File: src/rtl/otp_prog_pkg.sv
package otp_prog_pkg;

    localparam int DATA_W   = 32;
    localparam int WADDR_W  = 7;
    localparam int BITCNT_W = $clog2(DATA_W) + 1;
    localparam int PHASE_W  = 12;
    localparam int TIME_W   = 22;

    localparam logic [7:0] OFS_CTRL = 8'h00;
    localparam logic [7:0] OFS_SET  = 8'h04;
    localparam logic [7:0] OFS_CLR  = 8'h08;
    localparam logic [7:0] OFS_TIME = 8'h10;
    localparam logic [7:0] OFS_DATA = 8'h20;

    localparam logic [15:0] ARM_KEY = 16'h3E77;

    typedef enum logic [2:0] {
        PH_IDLE,
        PH_READ,
        PH_SCAN,
        PH_PRE,
        PH_STROBE,
        PH_POST,
        PH_RELOAD
    } phase_e;

    typedef struct packed {
        logic [15:0]        key;
        logic               reload;
        logic               err;
        logic               busy;
        logic [WADDR_W-1:0] addr;
    } ctrl_t;

    typedef struct packed {
        phase_e              ph;
        ctrl_t               ctrl;
        logic [WADDR_W-1:0]  lat_addr;
        logic [TIME_W-1:0]   timing;
        logic [DATA_W-1:0]   data;
        logic [BITCNT_W-1:0] bit_cnt;
    } prog_state_t;

endpackage

File: src/rtl/otp_phase_timer.sv
module otp_phase_timer #(
    parameter int CNT_W = 12
) (
    input  logic             clk,
    input  logic             rst_n,
    input  logic             load,
    input  logic [CNT_W-1:0] load_val,
    output logic             expired
);
    logic [CNT_W-1:0] cnt_d, cnt_q;

    always_comb begin
        cnt_d = cnt_q;
        if (load)
            cnt_d = load_val;
        else if (cnt_q != '0)
            cnt_d = cnt_q - 1'b1;
    end

    always_ff @(posedge clk or negedge rst_n) begin
        if (!rst_n)
            cnt_q <= '0;
        else
            cnt_q <= cnt_d;
    end

    assign expired = (cnt_q == '0);
endmodule

File: src/rtl/otp_recovery_timer.sv
module otp_recovery_timer #(
    parameter int GAP_CYCLES = 500
) (
    input  logic clk,
    input  logic rst_n,
    input  logic start,
    output logic ready
);
    localparam int GW = $clog2(GAP_CYCLES + 1);

    logic [GW-1:0] cnt_d, cnt_q;

    always_comb begin
        cnt_d = cnt_q;
        if (start)
            cnt_d = GW'(GAP_CYCLES);
        else if (cnt_q != '0)
            cnt_d = cnt_q - 1'b1;
    end

    always_ff @(posedge clk or negedge rst_n) begin
        if (!rst_n)
            cnt_q <= '0;
        else
            cnt_q <= cnt_d;
    end

    assign ready = (cnt_q == '0);
endmodule

File: src/rtl/otp_word_prog.sv
module otp_word_prog
    import otp_prog_pkg::*;
#(
    parameter int GAP_CYCLES = 500
) (
    input  logic        clk,
    input  logic        rst_n,
    input  logic        reg_we,
    input  logic [7:0]  reg_addr,
    input  logic [31:0] reg_wdata,
    output logic [31:0] reg_rdata,
    output logic [6:0]  fuse_addr,
    output logic [4:0]  fuse_bit,
    output logic        fuse_rd,
    output logic        fuse_pgm,
    input  logic [31:0] fuse_rdata,
    input  logic        fuse_locked
);
    prog_state_t s_d, s_q;

    logic               ph_load;
    logic [PHASE_W-1:0] ph_val;
    logic               ph_done;
    logic               gap_go;
    logic               gap_ready;
    logic               ctrl_acc;
    logic               prog_go;

    logic               busy_w;
    logic               err_w;
    logic [15:0]        key_w;
    logic               gap_ready_w;

    otp_phase_timer #(.CNT_W(PHASE_W)) u_phase (
        .clk      (clk),
        .rst_n    (rst_n),
        .load     (ph_load),
        .load_val (ph_val),
        .expired  (ph_done)
    );

    otp_recovery_timer #(.GAP_CYCLES(GAP_CYCLES)) u_gap (
        .clk   (clk),
        .rst_n (rst_n),
        .start (gap_go),
        .ready (gap_ready)
    );

    always_comb begin
        s_d      = s_q;
        ph_load  = 1'b0;
        ph_val   = '0;
        gap_go   = 1'b0;
        prog_go  = 1'b0;
        ctrl_acc = reg_we && !s_q.ctrl.busy;

        // error clear is honoured in every phase
        if (reg_we && reg_addr == OFS_CLR && reg_wdata[9])
            s_d.ctrl.err = 1'b0;

        if (ctrl_acc) begin
            case (reg_addr)
                OFS_CTRL: begin
                    s_d.ctrl.addr   = reg_wdata[WADDR_W-1:0];
                    s_d.ctrl.reload = reg_wdata[10];
                    s_d.ctrl.key    = reg_wdata[31:16];
                end
                OFS_SET: begin
                    s_d.ctrl.addr   = s_q.ctrl.addr | reg_wdata[WADDR_W-1:0];
                    s_d.ctrl.reload = s_q.ctrl.reload | reg_wdata[10];
                    s_d.ctrl.key    = s_q.ctrl.key | reg_wdata[31:16];
                end
                OFS_CLR: begin
                    s_d.ctrl.addr   = s_q.ctrl.addr & ~reg_wdata[WADDR_W-1:0];
                    s_d.ctrl.reload = s_q.ctrl.reload & ~reg_wdata[10];
                    s_d.ctrl.key    = s_q.ctrl.key & ~reg_wdata[31:16];
                end
                OFS_TIME: s_d.timing = reg_wdata[TIME_W-1:0];
                OFS_DATA: begin
                    s_d.data = reg_wdata;
                    if (s_q.ctrl.key == ARM_KEY && !s_q.ctrl.err && gap_ready) begin
                        s_d.ctrl.key = '0;
                        if (fuse_locked) begin
                            s_d.ctrl.err = 1'b1;
                        end else begin
                            prog_go        = 1'b1;
                            s_d.ctrl.busy  = 1'b1;
                            s_d.lat_addr   = s_q.ctrl.addr;
                            s_d.ph         = PH_READ;
                            ph_load        = 1'b1;
                            ph_val         = PHASE_W'(s_q.timing[21:16]);
                        end
                    end
                end
                default: ;
            endcase
        end

        case (s_q.ph)
            PH_IDLE: begin
                if (!reg_we && !prog_go && s_q.ctrl.reload && !s_q.ctrl.err && gap_ready) begin
                    s_d.ctrl.busy = 1'b1;
                    s_d.ph        = PH_RELOAD;
                    ph_load       = 1'b1;
                    ph_val        = PHASE_W'(s_q.timing[21:16]);
                end
            end
            PH_READ: begin
                if (ph_done) begin
                    s_d.data    = s_q.data & ~fuse_rdata;
                    s_d.bit_cnt = '0;
                    s_d.ph      = PH_SCAN;
                end
            end
            PH_SCAN: begin
                if (s_q.bit_cnt == BITCNT_W'(DATA_W)) begin
                    s_d.ctrl.busy = 1'b0;
                    s_d.ph        = PH_IDLE;
                    gap_go        = 1'b1;
                end else if (s_q.data[0]) begin
                    s_d.ph  = PH_PRE;
                    ph_load = 1'b1;
                    ph_val  = PHASE_W'(s_q.timing[15:12]);
                end else begin
                    s_d.data    = {1'b0, s_q.data[DATA_W-1:1]};
                    s_d.bit_cnt = s_q.bit_cnt + 1'b1;
                end
            end
            PH_PRE: begin
                if (ph_done) begin
                    s_d.ph  = PH_STROBE;
                    ph_load = 1'b1;
                    ph_val  = s_q.timing[11:0];
                end
            end
            PH_STROBE: begin
                if (ph_done) begin
                    s_d.ph  = PH_POST;
                    ph_load = 1'b1;
                    ph_val  = PHASE_W'(s_q.timing[15:12]);
                end
            end
            PH_POST: begin
                if (ph_done) begin
                    s_d.data    = {1'b0, s_q.data[DATA_W-1:1]};
                    s_d.bit_cnt = s_q.bit_cnt + 1'b1;
                    s_d.ph      = PH_SCAN;
                end
            end
            PH_RELOAD: begin
                if (ph_done) begin
                    s_d.ctrl.busy   = 1'b0;
                    s_d.ctrl.reload = 1'b0;
                    s_d.ph          = PH_IDLE;
                end
            end
            default: s_d.ph = PH_IDLE;
        endcase
    end

    always_ff @(posedge clk or negedge rst_n) begin
        if (!rst_n)
            s_q <= '0;
        else
            s_q <= s_d;
    end

    always_comb begin
        case (reg_addr)
            OFS_CTRL, OFS_SET, OFS_CLR:
                reg_rdata = {s_q.ctrl.key, 5'b0, s_q.ctrl.reload, s_q.ctrl.err,
                             s_q.ctrl.busy, 1'b0, s_q.ctrl.addr};
            OFS_TIME: reg_rdata = {{(DATA_W-TIME_W){1'b0}}, s_q.timing};
            OFS_DATA: reg_rdata = s_q.data;
            default:  reg_rdata = '0;
        endcase
    end

    assign fuse_addr   = s_q.ctrl.busy ? s_q.lat_addr : s_q.ctrl.addr;
    assign fuse_bit    = s_q.bit_cnt[4:0];
    assign fuse_rd     = (s_q.ph == PH_READ) || (s_q.ph == PH_RELOAD);
    assign fuse_pgm    = (s_q.ph == PH_STROBE);

    assign busy_w      = s_q.ctrl.busy;
    assign err_w       = s_q.ctrl.err;
    assign key_w       = s_q.ctrl.key;
    assign gap_ready_w = gap_ready;
endmodule

File: config.mk
export PLATFORM = sky130hd
export DESIGN_NAME = otp_word_prog
export DESIGN_NICKNAME = d
export VERILOG_FILES = /design/src/rtl/otp_prog_pkg.sv /design/src/rtl/otp_phase_timer.sv /design/src/rtl/otp_recovery_timer.sv /design/src/rtl/otp_word_prog.sv
export SDC_FILE = /design/constraint.sdc
export NUM_CORES = 1
export LEC_CHECK = 0
export BUFFER_PORTS_ARGS = -buffer_cell sky130_fd_sc_hd__buf_4
export CAP_MARGIN = 20
export CORE_MARGIN = 3
export CORE_UTILIZATION = 33
export CTS_BUF_LIST = sky130_fd_sc_hd__clkbuf_16
export DETAILED_ROUTE_END_ITERATION = 10
export PLACE_DENSITY_LB_ADDON = 0.25
export SETUP_SLACK_MARGIN = 0.1
export SYNTH_ARGS = -nofsm -noshare
export SYNTH_HDL_FRONTEND = slang
export SYNTH_SLANG_ARGS = --single-unit
File: constraint.sdc
create_clock -name clk -period 2.75 [get_ports clk]
set_input_delay 0.1375 -clock clk [delete_from_list [all_inputs] [get_ports clk]]
set_output_delay 0.1375 -clock clk [all_outputs]
set_load 0.02 [all_outputs]
Word-level counts from Yosys, hierarchy flattened
Index checks and enable logic that the tools add are counted.
Widths: inputs -> output; s select.

storage, ports and cells
  register bits = 117
  output and inout bits = 46
  input port bits = 76

cells by class
  bitwise operators = 12
  multiplexer cells = 63
  eq/ne operators = 17
  $add $sub $neg = 3
  reductions and logical operators = 33

operator list
  kind                  number
  $mux 38               4
  $pmux 38 s3           1
  $pmux 32 s3           1
  $mux 90               1
  $mux 12               7
  $pmux 16 s4           1
  $pmux 12 s4           1
  $and 32x32->32        1
  $mux 32               1
  $not 32->32           1
  $mux 7                4
  $mux 3                9
  $mux 6                4
  $mux 22               1
  $pmux 7 s3            1
  $mux 19               1
  $mux 1                18
  $mux 9                2
  $pmux 3 s6            1
  $and 16x16->16        1
  $eq 16x14->1 const B  1
  $not 16->16           1
  $or 16x16->16         1
  $logic_not 12->1      1
  other kinds (37)      63

Logic depth before layout (Yosys ltp)
Gate-level depths: netlist (run 1).

  depth after elaboration = 14
  mapped depth = 10
  gate-level depth less buffers = 7

Modules after synthesis
A second synthesis (run 1) with hierarchy kept.

unflattened totals
  cells, all modules = 685
  area total of the unflattened synthesis = 6,623.9 sq um

by module, submodules not included
  module              area each (sq um)  times used  cells each
  otp_word_prog       5,425.2            1           566
  otp_phase_timer     730.7              1           72
  otp_recovery_timer  467.9              1           47

Least setup slack after synthesis (run 1)
Ideal clock, no wire load.

  kind = register to register
  start point = reg u_gap.cnt_q[0]
  end point = reg s_q[63] (netlist bit)
  buffers on the path = 3
  stages on the path, launching flop included = 10
  arrival = 2.325 ns
  required time = 2.625 ns
  period minus slack after synthesis = 2.450 ns
  setup slack = 0.300 ns
  path through = dfrtp_1 inv_1 ha_1 nor4b_1 and2_1 clkbuf_1 and4_1 buf_2 buf_4 mux2_2

between the ends
  word-level cells in the longest chain between the ends = 3

RTL lines
  item                        RTL line                  text
  start: declaration          otp_recovery_timer.sv:11  logic [GW-1:0] cnt_d, cnt_q;
  start signal: assignment    otp_recovery_timer.sv:25  cnt_q <= cnt_d;
  $logic_not 9->1             otp_recovery_timer.sv:28  assign ready = (cnt_q == '0);
  $logic_and 1x1->1           otp_word_prog.sv:81       if (s_q.ctrl.key == ARM_KEY && !s_q.ctrl.err && gap_ready) begin
  $reduce_and 4->1 (no line)  n/a
  end signal: assignment      otp_word_prog.sv:163      s_q <= '0;
  end signal: assignment      otp_word_prog.sv:165      s_q <= s_d;
  end: declaration            otp_word_prog.sv:19       prog_state_t s_d, s_q;

Every way passes these cells.
A chain may end at the register's enable or synchronous reset.

Final worst setup path (run 1)
  start point = reg s_q[93] (netlist bit)
  end point = out fuse_rd

between the ends
  word-level cells in the longest chain between the ends = 2
  elaborated cells between the ends (all ways) = 3
  those cells by class = 2 x eq/ne; 1 x reduce/logical

RTL lines
  item                                      RTL line              text
  $eq 3x1->1 or $eq 3x3->1 (tied branches)  otp_word_prog.sv:181  assign fuse_rd = (s_q.ph == PH_READ) || (s_q.ph == PH_RELOAD);
  $logic_or 1x1->1 (*)                      otp_word_prog.sv:181
  end: declaration                          otp_word_prog.sv:14   output logic fuse_rd,

Every way passes the cells marked *; elsewhere a longest branch is shown, timed or not.

==> flow_metrics.py, run 1 <==
metrics = {
    "status": {
        "status": "completed",
    },
    "clock_tree": {
        "htree_levels": 4,
        "clock-sinks": 117,
        "cts_inserted_buffers": 17,
        "cts_tree": "built",
        "clk_pin_slew_ps": 60,
        "insertion_delay_ps": 430,
        "clk_path_buf_depth": 2,
        "root_buffer": "clkbuf_16",
    },
    "power": {
        "pwr_density_cell_nw_per_um2": 471,
        "p_leak_nw": 4.37,
        "power_mw": 4.47,
        "peakVddDrop_v": 0.000307,
    },
    "yosys": {
        "synth_nets": 847,
        "synth_compound_area_frac": 0.199,
        "ys_top_cells_by_area": "dfrtp_1 (40%), nand2_1 (6.1%), mux2_2 (5.9%)",
        "yosys_warnings": 0,
        "yosysTopAreaCellShare": 0.405,
        "async_flop_share": 1.00,
        "yosysSeqAreaShare": 0.405,
        "syn_area_per_cell_um2": 9.44,
        "muxShareOfSynthArea": 0.116,
        "ys_types": 70,
        "yosys.area_share.simple": 0.201,
        "synthAdderAreaFrac": 0.00865,
        "syn_inst": 766,
        "synth_top_flop_cell": "dfrtp_1",
        "synthXorXnorAreaFrac": 0.0291,
        "synth-edff-count": 0,
        "synth_top_family_by_area": "simple AND/OR/NAND/NOR gates",
        "syn_area_um2": 7230,
        "synth-seq-cells": 117,
        "synth_top_cell_by_area": "dfrtp_1",
    },
    "grt": {
        "grt_max_degree": 56,
        "track_usage": 0.200,
        "grt_pass1_wl_mm": 38.0,
        "antenna_found_initial": 0,
        "grt_pass1_vias": 6805,
        "grt_overflow": 0,
    },
    "critical_path": {
        "cp_data_required_time_ps": 2610,
        "worstSetupPathType": "flop to output pin",
        "cp.arrival_ps": 2410,
        "rr_startpoint": "u_phase.cnt_q[0]",
        "end_kind": "output pin",
        "regToRegSetupSlack_ps": 230,
        "critPathLaunch": "s_q[93]",
        "critPathLaunchType": "flop",
        "critPathMaxFanout": 20,
        "r2r_end": "u_phase.cnt_q[1]",
        "worst_r2r_path_depth": 9,
    },
    "final_layout": {
        "diodes": 0,
        "final_nets": 1006,
        "multiInputGateArea_um2": 4020,
        "area_growth_pct": 31.4,
        "nFillCells": 2076,
        "layout.area.seq_um2": 2930,
        "layout-drive-gt1-share": 0.275,
    },
    "route": {
        "drt_iter0_drc": 570,
        "vias": 6856,
        "firstDrtPassIters": 5,
        "routed_wirelength_mm": 23.9,
        "avgViaCountPerCell": 5.65,
        "ant_nets": 0,
        "drc": 0,
        "wire_per_inst_um": 19.7,
    },
    "floorplan": {
        "core_um2": 21300,
        "io_pins": 122,
        "die_w_um": 154,
        "die_y_um": 154,
        "start_util": 0.340,
        "design.die.area_um2": 23700,
        "rows": 53,
    },
    "timing": {
        "finalCritPeriodShare": 0.928,
        "layout_setup_ws_ps": 199,
        "fmax_ghz": 0.392,
        "period_minus_slack_ps": 2550,
        "finalHoldViolations": 0,
        "finalMaxSlewViolations": 0,
        "setup_tns_ps": 0,
        "rsz0062_at_grt": "no",
        "worstMarginPinSlew_ps": 670,
        "slew_headroom": 0.552,
        "fin_worst_skew_ps": 13.5,
        "setup_viol": 0,
    },
    "worst_hold_path": {
        "hold_end": "s_q[43]",
        "worst_hold_startpoint": "reg_wdata[5]",
        "hp-class": "primary input to flop",
        "hold_depth": 2,
    },
    "job": {
        "drv_cap": 0,
    },
    "place": {
        "post-dp-hpwl_mm": 17.1,
        "gp_congestion": 0.882,
        "place_ws_ps": 111,
        "portBuffers": 121,
    },
}
[where the power goes]
group          switching, mW  internal [mW]
clock network          0.895           1.34
logic                  0.173          0.195
registers             0.0828           1.79
total                   1.15           3.32
[Yosys cell counts (8+ instances only)]
master and number:
dfrtp_1 117, nand2_1 117, nor2_1 51, a22oi_1 45, mux2i_1 41, mux2_2 38, clkbuf_1 33, a21oi_1 24
o21ai_0 21, o221ai_1 19, o31ai_1 19, a22o_1 17, xor2_1 17, nand3_1 15, buf_2 12, nor3_1 12
buf_4 10, nor4_1 10, nand4_1 9, inv_1 8, nand2b_1 8, nor2b_1 8, o2111ai_1 8
[registers in the layout (all words and copies together), names as in the netlist]
signal / count
fuse_bit: 5
u_gap.cnt_q: 9
key_w: 16
s_q: 73
err_w: 1
busy_w: 1
u_phase.cnt_q: 12
[cell usage in the layout, fill, tap and decap left out, types with 19 or more instances in the layout]
| master | count |
|---|---|
| buf_4 | 163 |
| nand2_1 | 117 |
| dfrtp_1 | 117 |
| nor2_1 | 50 |
| a22oi_1 | 45 |
| mux2i_1 | 41 |
| mux2_2 | 38 |
| dlygate4sd3_1 | 31 |
| a21oi_1 | 24 |
| o21ai_0 | 21 |
| o221ai_1 | 19 |
| o31ai_1 | 19 |
[critical path, cell delays in order, from the launching register on]
cell and delay (ps):
dfrtp_1 350, buf_4 240, nor2b_1 580, nand2b_1 430, nand2_1 220, buf_4 160
[through the flow]
stage          hold WS, ps   util  cells  cell area (µm²)
6_report              10.9  0.446   1213             9500
5_1_grt               13.0  0.446   1213             9500
4_1_cts               5.43  0.446   1213             9490
3_5_place_dp           146  0.404   1150             8590
3_3_place_gp           149  0.404   1150             8590
2_1_floorplan         -158      -    766             7230
[routing by layer]
metal / share of wire / vias up / global-route usage
met5: 0 / - / 0
met4: 0.016 / 0 / 0.0534
met3: 0.052 / 26 / 0.0335
met2: 0.47 / 230 / 0.325
met1: 0.46 / 3410 / 0.278
li1: - / 3190 / -
[how the worst max path moves through the flow]
stage / to / slack [ps] / cells after the start
6_report: fuse_rd / 200 / 5
5_1_grt: u_phase.cnt_q[5] / 100 / 9
4_1_cts: u_phase.cnt_q[0] / 110 / 9
3_5_place_dp: u_phase.cnt_q[2] / 110 / 7
3_3_place_gp: u_phase.cnt_q[5] / 180 / 8
2_1_floorplan: s_q[63] / 300 / 9
[kinds of logic after synthesis]
group | Yosys count
simple gates | 281
compound gates | 195
flops | 117
mux | 79
buf+inv | 65
xor+xnor | 24
fa+ha+maj | 5
[layout make-up]
type,instances,area share
Clock buffer,17,0.0448
Clock inverter,15,0.0166
Inverter,8,0.00316
Multi-Input combinational cell,584,0.423
Sequential cell,117,0.308
Tap cell,275,0.0362
Timing Repair Buffer,197,0.168
[repair_timing]
| action | 4_1_cts | 5_1_grt |
|---|---|---|
| resized for setup | 1 | 2 |
| hold buffers | 31 | 0 |
| setup endpoints to repair | 9 | 38 |
| buffers inserted | 0 | 0 |
| endpoints found under the hold margin | 80 | 0 |
| pin swaps | 0 | 1 |
Power figures use the tool's default switching activity.
==> run 2: changes to the inputs <==
--- a/config.mk
+++ b/config.mk
@@ -11,6 +11,7 @@
 export CORE_UTILIZATION = 33
 export CTS_BUF_LIST = sky130_fd_sc_hd__clkbuf_16
 export DETAILED_ROUTE_END_ITERATION = 10
+export HOLD_SLACK_MARGIN = 0.05
 export PLACE_DENSITY_LB_ADDON = 0.25
 export SETUP_SLACK_MARGIN = 0.1
 export SYNTH_ARGS = -nofsm -noshare
==> run 2 against run 1 <==
Effect of this change: sequential share of layout area shrank 0.39 points; global-route usage up 0.13 points; design area increased by 1.3%; non-clock buffer count increased by 11; flip-flop and latch count unchanged; first-iteration DRC count increased by 0.70%; die area unchanged; worst setup slack improved by 11 ps; register-to-register slack is essentially flat; power grew 0.20%; routed wire length is 0.56% higher; clock skew grew 0.80 ps.
==> flow_metrics.py, run 2 (synthesized netlist as in run 1, its figures left out) <==
metrics = {
    "status": {
        "status": "completed",
    },
    "place": {
        "place_inst": 1150,
        "portBuffers": 121,
        "post-dp-hpwl_mm": 17.1,
        "gp_congestion": 0.882,
    },
    "route": {
        "routed_wirelength_mm": 24.0,
        "avgViaCountPerCell": 5.64,
        "wire_per_inst_um": 19.6,
        "vias": 6901,
        "drc": 0,
        "drt_iter0_drc": 574,
        "ant_nets": 0,
        "firstDrtPassIters": 5,
    },
    "timing": {
        "finalCritPeriodShare": 0.923,
        "rsz0062_at_grt": "no",
        "finalMaxSlewViolations": 0,
        "fmax_ghz": 0.394,
        "slew_headroom": 0.541,
        "holdWs_ps": 71.2,
        "setup_tns_ps": 0,
        "worstMarginPinSlew_ps": 687,
        "period_minus_slack_ps": 2540,
        "setup_viol": 0,
        "fin_worst_skew_ps": 14.3,
        "finalHoldViolations": 0,
    },
    "grt": {
        "antenna_found_initial": 0,
        "use_met1": 0.277,
        "grt_pass1_vias": 6862,
        "track_usage": 0.202,
        "grt_max_degree": 56,
        "busiest_layer": "met2",
        "grt_pass1_wl_mm": 38.3,
        "grtUsageMet2": 0.327,
        "grt_overflow": 0,
        "use_met3": 0.0352,
    },
    "floorplan": {
        "io_pins": 122,
        "start_util": 0.340,
        "core_um2": 21300,
        "rows": 53,
        "die_y_um": 154,
        "design.die.area_um2": 23700,
        "die_w_um": 154,
    },
    "critical_path": {
        "cp_data_required_time_ps": 2610,
        "end_kind": "output pin",
        "critPathMaxFanout": 20,
        "worstSetupPathType": "flop to output pin",
        "critPathLaunchType": "flop",
        "cp.arrival_ps": 2400,
    },
    "clock_tree": {
        "clk_path_buf_depth": 2,
        "htree_levels": 4,
        "insertion_delay_ps": 430,
        "cts_tree": "built",
        "clock-sinks": 117,
        "cts_inserted_buffers": 17,
        "root_buffer": "clkbuf_16",
        "clk_pin_slew_ps": 60,
    },
    "worst_hold_path": {
        "hp-class": "primary input to flop",
    },
    "final_layout": {
        "final_common_cell": "buf_4",
        "largest_register": "s_q",
        "layout-drive-gt1-share": 0.272,
        "diodes": 0,
        "final_cell_count_no_fill": 1224,
        "largest_reg_flops": 73,
        "final_nets": 1017,
        "area_growth_pct": 33.1,
        "final_cell_mix": "buf_4 (161), nand2_1 (117), dfrtp_1 (117), nor2_1 (50), a22oi_1 (45)",
        "utilization": 0.452,
    },
    "power": {
        "peakVddDrop_v": 0.000308,
        "pwr_density_cell_nw_per_um2": 466,
        "p_leak_nw": 4.42,
        "power_mw": 4.48,
    },
    "job": {
        "drv_cap": 0,
    },
}
[run 2: cell types whose count changed in the layout (fill, tap and decap cells not counted), sizes merged]
cell	delta
dlygate4sd3	+11
[run 2: power by group]
part	internal, mW	switching [mW]	total [mW]
registers	1.79	0.0826	1.87
logic	0.205	0.176	0.380
clock network	1.34	0.891	2.23
[run 2: critical path: stages (launching register included)]
cell and delay [ps]:
dfrtp_1 350, buf_4 240, nor2b_1 570, nand2b_1 440, nand2_1 220, buf_4 160
[run 2: cell type report]
cell class,instances,area (µm²)
clock buffers,17,425
flip-flops and latches,117,2930
inverters,8,30.0
fillers,2062,11700
well taps,275,344
multi-input cells,584,4020
repair buffers,208,1720
clock inverters,15,158
[run 2: timing repair]
item | CTS | global route
pin swaps | 0 | 1
resized for setup | 1 | 5
buffers inserted | 0 | 0
setup endpoints to repair | 9 | 51
endpoints found under the hold margin | 93 | 0
hold buffers | 42 | 0
[run 2: layer usage]
layer / share of wire / vias to the layer above
li1: - / 3210
met1: 0.46 / 3438
met2: 0.48 / 225
met3: 0.049 / 28
met4: 0.017 / 0
met5: 0 / -
[run 2: path summary, 6_finish.rpt]
kind	start	end	slack [ps]	cells past startpoint
setup / recovery	s_q[93]	fuse_rd	210	5
hold / removal	fuse_rdata[26]	s_q[32]	70	4
setup reg to reg	u_phase.cnt_q[0]	u_phase.cnt_q[0]	230	9
hold reg to reg	u_gap.cnt_q[8]	u_gap.cnt_q[8]	490	1
max in group asynchronous	rst_n	s_q[33]	1770	3
min in group asynchronous	rst_n	s_q[5]	230	2
[run 2: per-stage QoR]
| step | area, µm² | worst slack [ps] |
|---|---|---|
| CTS | 9600 | 113 |
| floorplan | 7230 | 300 |
| detailed placement | 8590 | 111 |
| global route | 9620 | 102 |
| finish | 9620 | 210 |
| global placement | 8590 | 181 |
==> run 3: changes to the inputs <==
--- a/config.mk
+++ b/config.mk
@@ -5,6 +5,7 @@
 export SDC_FILE = /design/constraint.sdc
 export NUM_CORES = 1
 export LEC_CHECK = 0
+export ABC_AREA = 1
 export BUFFER_PORTS_ARGS = -buffer_cell sky130_fd_sc_hd__buf_4
 export CAP_MARGIN = 20
 export CORE_MARGIN = 3
==> constraint.sdc (replaced) <==
create_clock -name clk -period 2.1 [get_ports clk]
set_input_delay 0.105 -clock clk [delete_from_list [all_inputs] [get_ports clk]]
set_output_delay 0.105 -clock clk [all_outputs]
set_load 0.02 [all_outputs]
==> run 3 against run 2 <==
Effect of this change: the run now ends with negative setup slack left; sequential share of layout area is 3.3 points lower; highest routed layer unchanged; area after synthesis grew 5.2%; largest cell class unchanged; clock skew fell by 5.8 ps; power increased by 31%.
==> flow_metrics.py, run 3 <==
metrics = {
    "timing": {
        "setup_viol": 9,
        "period_minus_slack_ps": 2150,
        "holdWs_ps": 31.5,
        "fin_worst_skew_ps": 8.51,
        "worstMarginPinSlew_ps": 785,
        "finalHoldViolations": 0,
        "finalMaxSlewViolations": 0,
        "rsz0062_at_grt": "yes",
        "layout_setup_ws_ps": -47.7,
        "slew_headroom": 0.477,
        "fmax_ghz": 0.466,
        "finalCritPeriodShare": 1.02,
    },
    "clock_tree": {
        "clk_pin_slew_ps": 60,
        "cts_tree": "built",
        "htree_levels": 4,
        "cts_inserted_buffers": 17,
        "clock-sinks": 117,
        "clk_path_buf_depth": 2,
        "insertion_delay_ps": 420,
        "root_buffer": "clkbuf_16",
    },
    "job": {
        "drv_cap": 0,
    },
    "grt": {
        "use_met1": 0.333,
        "busiest_layer": "met2",
        "grt_max_degree": 47,
        "grt_pass1_vias": 8146,
        "antenna_found_initial": 0,
        "grt_overflow": 0,
        "grt_pass1_wl_mm": 45.8,
        "track_usage": 0.239,
        "grtUsageMet2": 0.375,
        "use_met3": 0.0487,
    },
    "critical_path": {
        "timing.critical_path.mode_cell": "nor2_4",
        "critPathBufInv": 6,
        "cp.arrival_ps": 2460,
        "cp_data_required_time_ps": 2420,
        "slowest_delay_ps": 390,
        "regToRegSetupSlack_ps": -50,
        "r2r_end": "u_phase.cnt_q[9]",
        "path_delay_family": "simple AND/OR/NAND/NOR gates",
        "cp_slowest_cell": "dfrtp_1",
        "crit_chain": "inv_2 -> ha_4 -> inv_2 -> nor2_4 -> nand2_2 -> nor2_4 -> nand2_4 -> nor2_4 -> nand3_4 -> buf_4 -> nand2_4 -> a21boi_4 -> buf_12 -> buf_8 -> o21ai_1 -> nand2_1 -> inv_1",
        "rr_startpoint": "u_gap.cnt_q[0]",
        "critPathMaxFanout": 7,
        "worstSetupPathType": "flop to flop",
        "critPathLaunchType": "flop",
        "end_kind": "flop",
        "worst_r2r_path_depth": 17,
    },
    "yosys": {
        "yosys.area_share.simple": 0.271,
        "ys_types": 52,
        "synthAdderAreaFrac": 0.00823,
        "syn_area_per_cell_um2": 7.13,
        "synth-edff-count": 0,
        "async_flop_share": 1.00,
        "synth.most_common_cell": "nand2_1",
        "synth-seq-cells": 117,
        "synth_commonest_cells": "nand2_1 (233), o21ai_0 (138), inv_1 (127)",
        "yosysTopAreaCellShare": 0.385,
        "synth_nets": 1148,
        "yosys_warnings": 0,
        "yosysSeqAreaShare": 0.385,
        "syn_area_um2": 7600,
        "synth_top_family_by_area": "simple AND/OR/NAND/NOR gates",
        "muxShareOfSynthArea": 0.00592,
        "synthXorXnorAreaFrac": 0.0104,
        "syn_inst": 1067,
        "synth_compound_area_frac": 0.221,
        "synth_top_cell_by_area": "dfrtp_1",
        "ys_top_cells_by_area": "dfrtp_1 (38%), nand2_1 (12%), o21ai_0 (9.1%)",
        "synth_top_flop_cell": "dfrtp_1",
    },
    "power": {
        "power_mw": 5.88,
        "pwr_density_cell_nw_per_um2": 544,
        "p_leak_nw": 5.11,
        "peakVddDrop_v": 0.000523,
    },
    "worst_hold_path": {
        "hold_depth": 4,
        "hold_end": "s_q[16]",
        "worst_hold_startpoint": "fuse_rdata[10]",
        "hp-class": "primary input to flop",
    },
    "final_layout": {
        "final_nets": 1392,
        "final_cell_mix": "nand2_1 (221), buf_4 (209), inv_1 (124), dfrtp_1 (117), o21ai_0 (107)",
        "largest_reg_flops": 73,
        "utilization": 0.486,
        "diodes": 0,
        "area_growth_pct": 42.1,
        "largest_register": "s_q",
        "layout-drive-gt1-share": 0.269,
        "final_cell_count_no_fill": 1603,
        "final_common_cell": "nand2_1",
        "nFillCells": 2191,
    },
    "floorplan": {
        "die_w_um": 158,
        "core_um2": 22200,
        "die_y_um": 158,
        "io_pins": 122,
        "start_util": 0.342,
        "rows": 54,
        "design.die.area_um2": 24900,
    },
    "place": {
        "portBuffers": 121,
        "gp_congestion": 0.889,
        "post-dp-hpwl_mm": 21.7,
        "place_inst": 1511,
    },
    "route": {
        "wire_per_inst_um": 18.8,
        "drt_iter0_drc": 779,
        "drc": 0,
        "firstDrtPassIters": 6,
        "routed_wirelength_mm": 30.1,
        "ant_nets": 0,
        "avgViaCountPerCell": 5.31,
        "vias": 8507,
    },
    "status": {
        "status": "complete, but fails checks",
        "violations": "negative setup slack",
    },
}
[run 3: cell types whose count changed after synthesis, moves of 17 or more]
cell / previous run / this run
a22oi_1: 45 / 2
o21ai_1: 3 / 31
nand2_1: 117 / 233
nor2_1: 51 / 99
inv_1: 8 / 127
mux2i_1: 41 / 0
o211ai_1: 1 / 24
o21ai_0: 21 / 138
nor3_1: 12 / 38
mux2_2: 38 / 4
a22o_1: 17 / 0
[run 3: kinds of logic (layout without fill, tap and decap cells)]
family / count (synthesis) / in the layout
muxes: 4 / 4
buffers and inverters: 184 / 439
xor gates and xnor gates: 9 / 9
adders and majority gates: 5 / 5
DFF: 117 / 117
AOI/OAI and AO/OA: 283 / 283
and+or+nand+nor: 465 / 466
[run 3: layout make-up]
type                            count  area, µm²  area share
Clock buffer                       17        425      0.0394
Clock inverter                     14       97.6     0.00903
Inverter                          140        541      0.0500
Multi-Input combinational cell    767       4210       0.389
Sequential cell                   117       2930       0.271
Tap cell                          280        350      0.0324
Timing Repair Buffer              267       2250       0.208
Timing Repair inverter              1       5.00    0.000463
[run 3: report_power, final]
part / switching [mW] / leakage [nW] / total (mW) / internal (mW)
Clock: 1.10 / 0.261 / 2.68 / 1.58
Combinational: 0.421 / 3.37 / 0.752 / 0.331
Sequential: 0.0824 / 1.48 / 2.45 / 2.37
Total: 1.60 / 5.11 / 5.88 / 4.29
[run 3: how the worst max path moves through the flow]
stage | end | cells past startpoint | start | slack (ps)
after floorplan | u_phase.cnt_q[2] | 16 | u_gap.cnt_q[0] | 110
after global placement | key_w[3] | 12 | u_gap.cnt_q[1] | -170
after detailed placement | key_w[3] | 12 | u_gap.cnt_q[1] | -200
after CTS | u_phase.cnt_q[4] | 18 | u_gap.cnt_q[0] | -80
after global routing | u_phase.cnt_q[2] | 18 | u_gap.cnt_q[0] | -210
final | u_phase.cnt_q[9] | 17 | u_gap.cnt_q[0] | -50
[run 3: timing repair]
| item | 4_1_cts | 5_1_grt |
|---|---|---|
| hold buffers | 38 | 1 |
| buffers inserted | 5 | 13 |
| pin swaps | 8 | 14 |
| endpoints found under the setup margin | 50 | 75 |
| endpoints found under the hold margin | 86 | 1 |
| gates cloned | 1 | 3 |
| resized for setup | 35 | 88 |
[run 3: per-layer routing]
metal,routed length (µm),vias up
met2,14100,320
met3,2100,50
li1,-,4084
met4,719,0
met1,13200,4053
met5,0,-
[run 3: worst reg2reg max path: stages, from the launching register on]
cell      delay (ps)
dfrtp_1          390
inv_2             80
ha_4             130
inv_2             40
nor2_4            80
nand2_2           70
nor2_4           110
nand2_4           70
nor2_4           160
nand3_4          120
buf_4            160
nand2_4           50
a21boi_4         180
buf_12           130
buf_8            110
o21ai_1           70
nand2_1           60
inv_1             40
[run 3: through the flow]
stage	setup TNS, ps	cell area [µm²]	setup slack [ps]
after floorplan	0	7620	106
final	-199	10800	-47.7
after CTS	-560	10400	-76.9
after detailed placement	-1620	9360	-204
after global routing	-2710	10800	-212
after global placement	-384	9360	-166
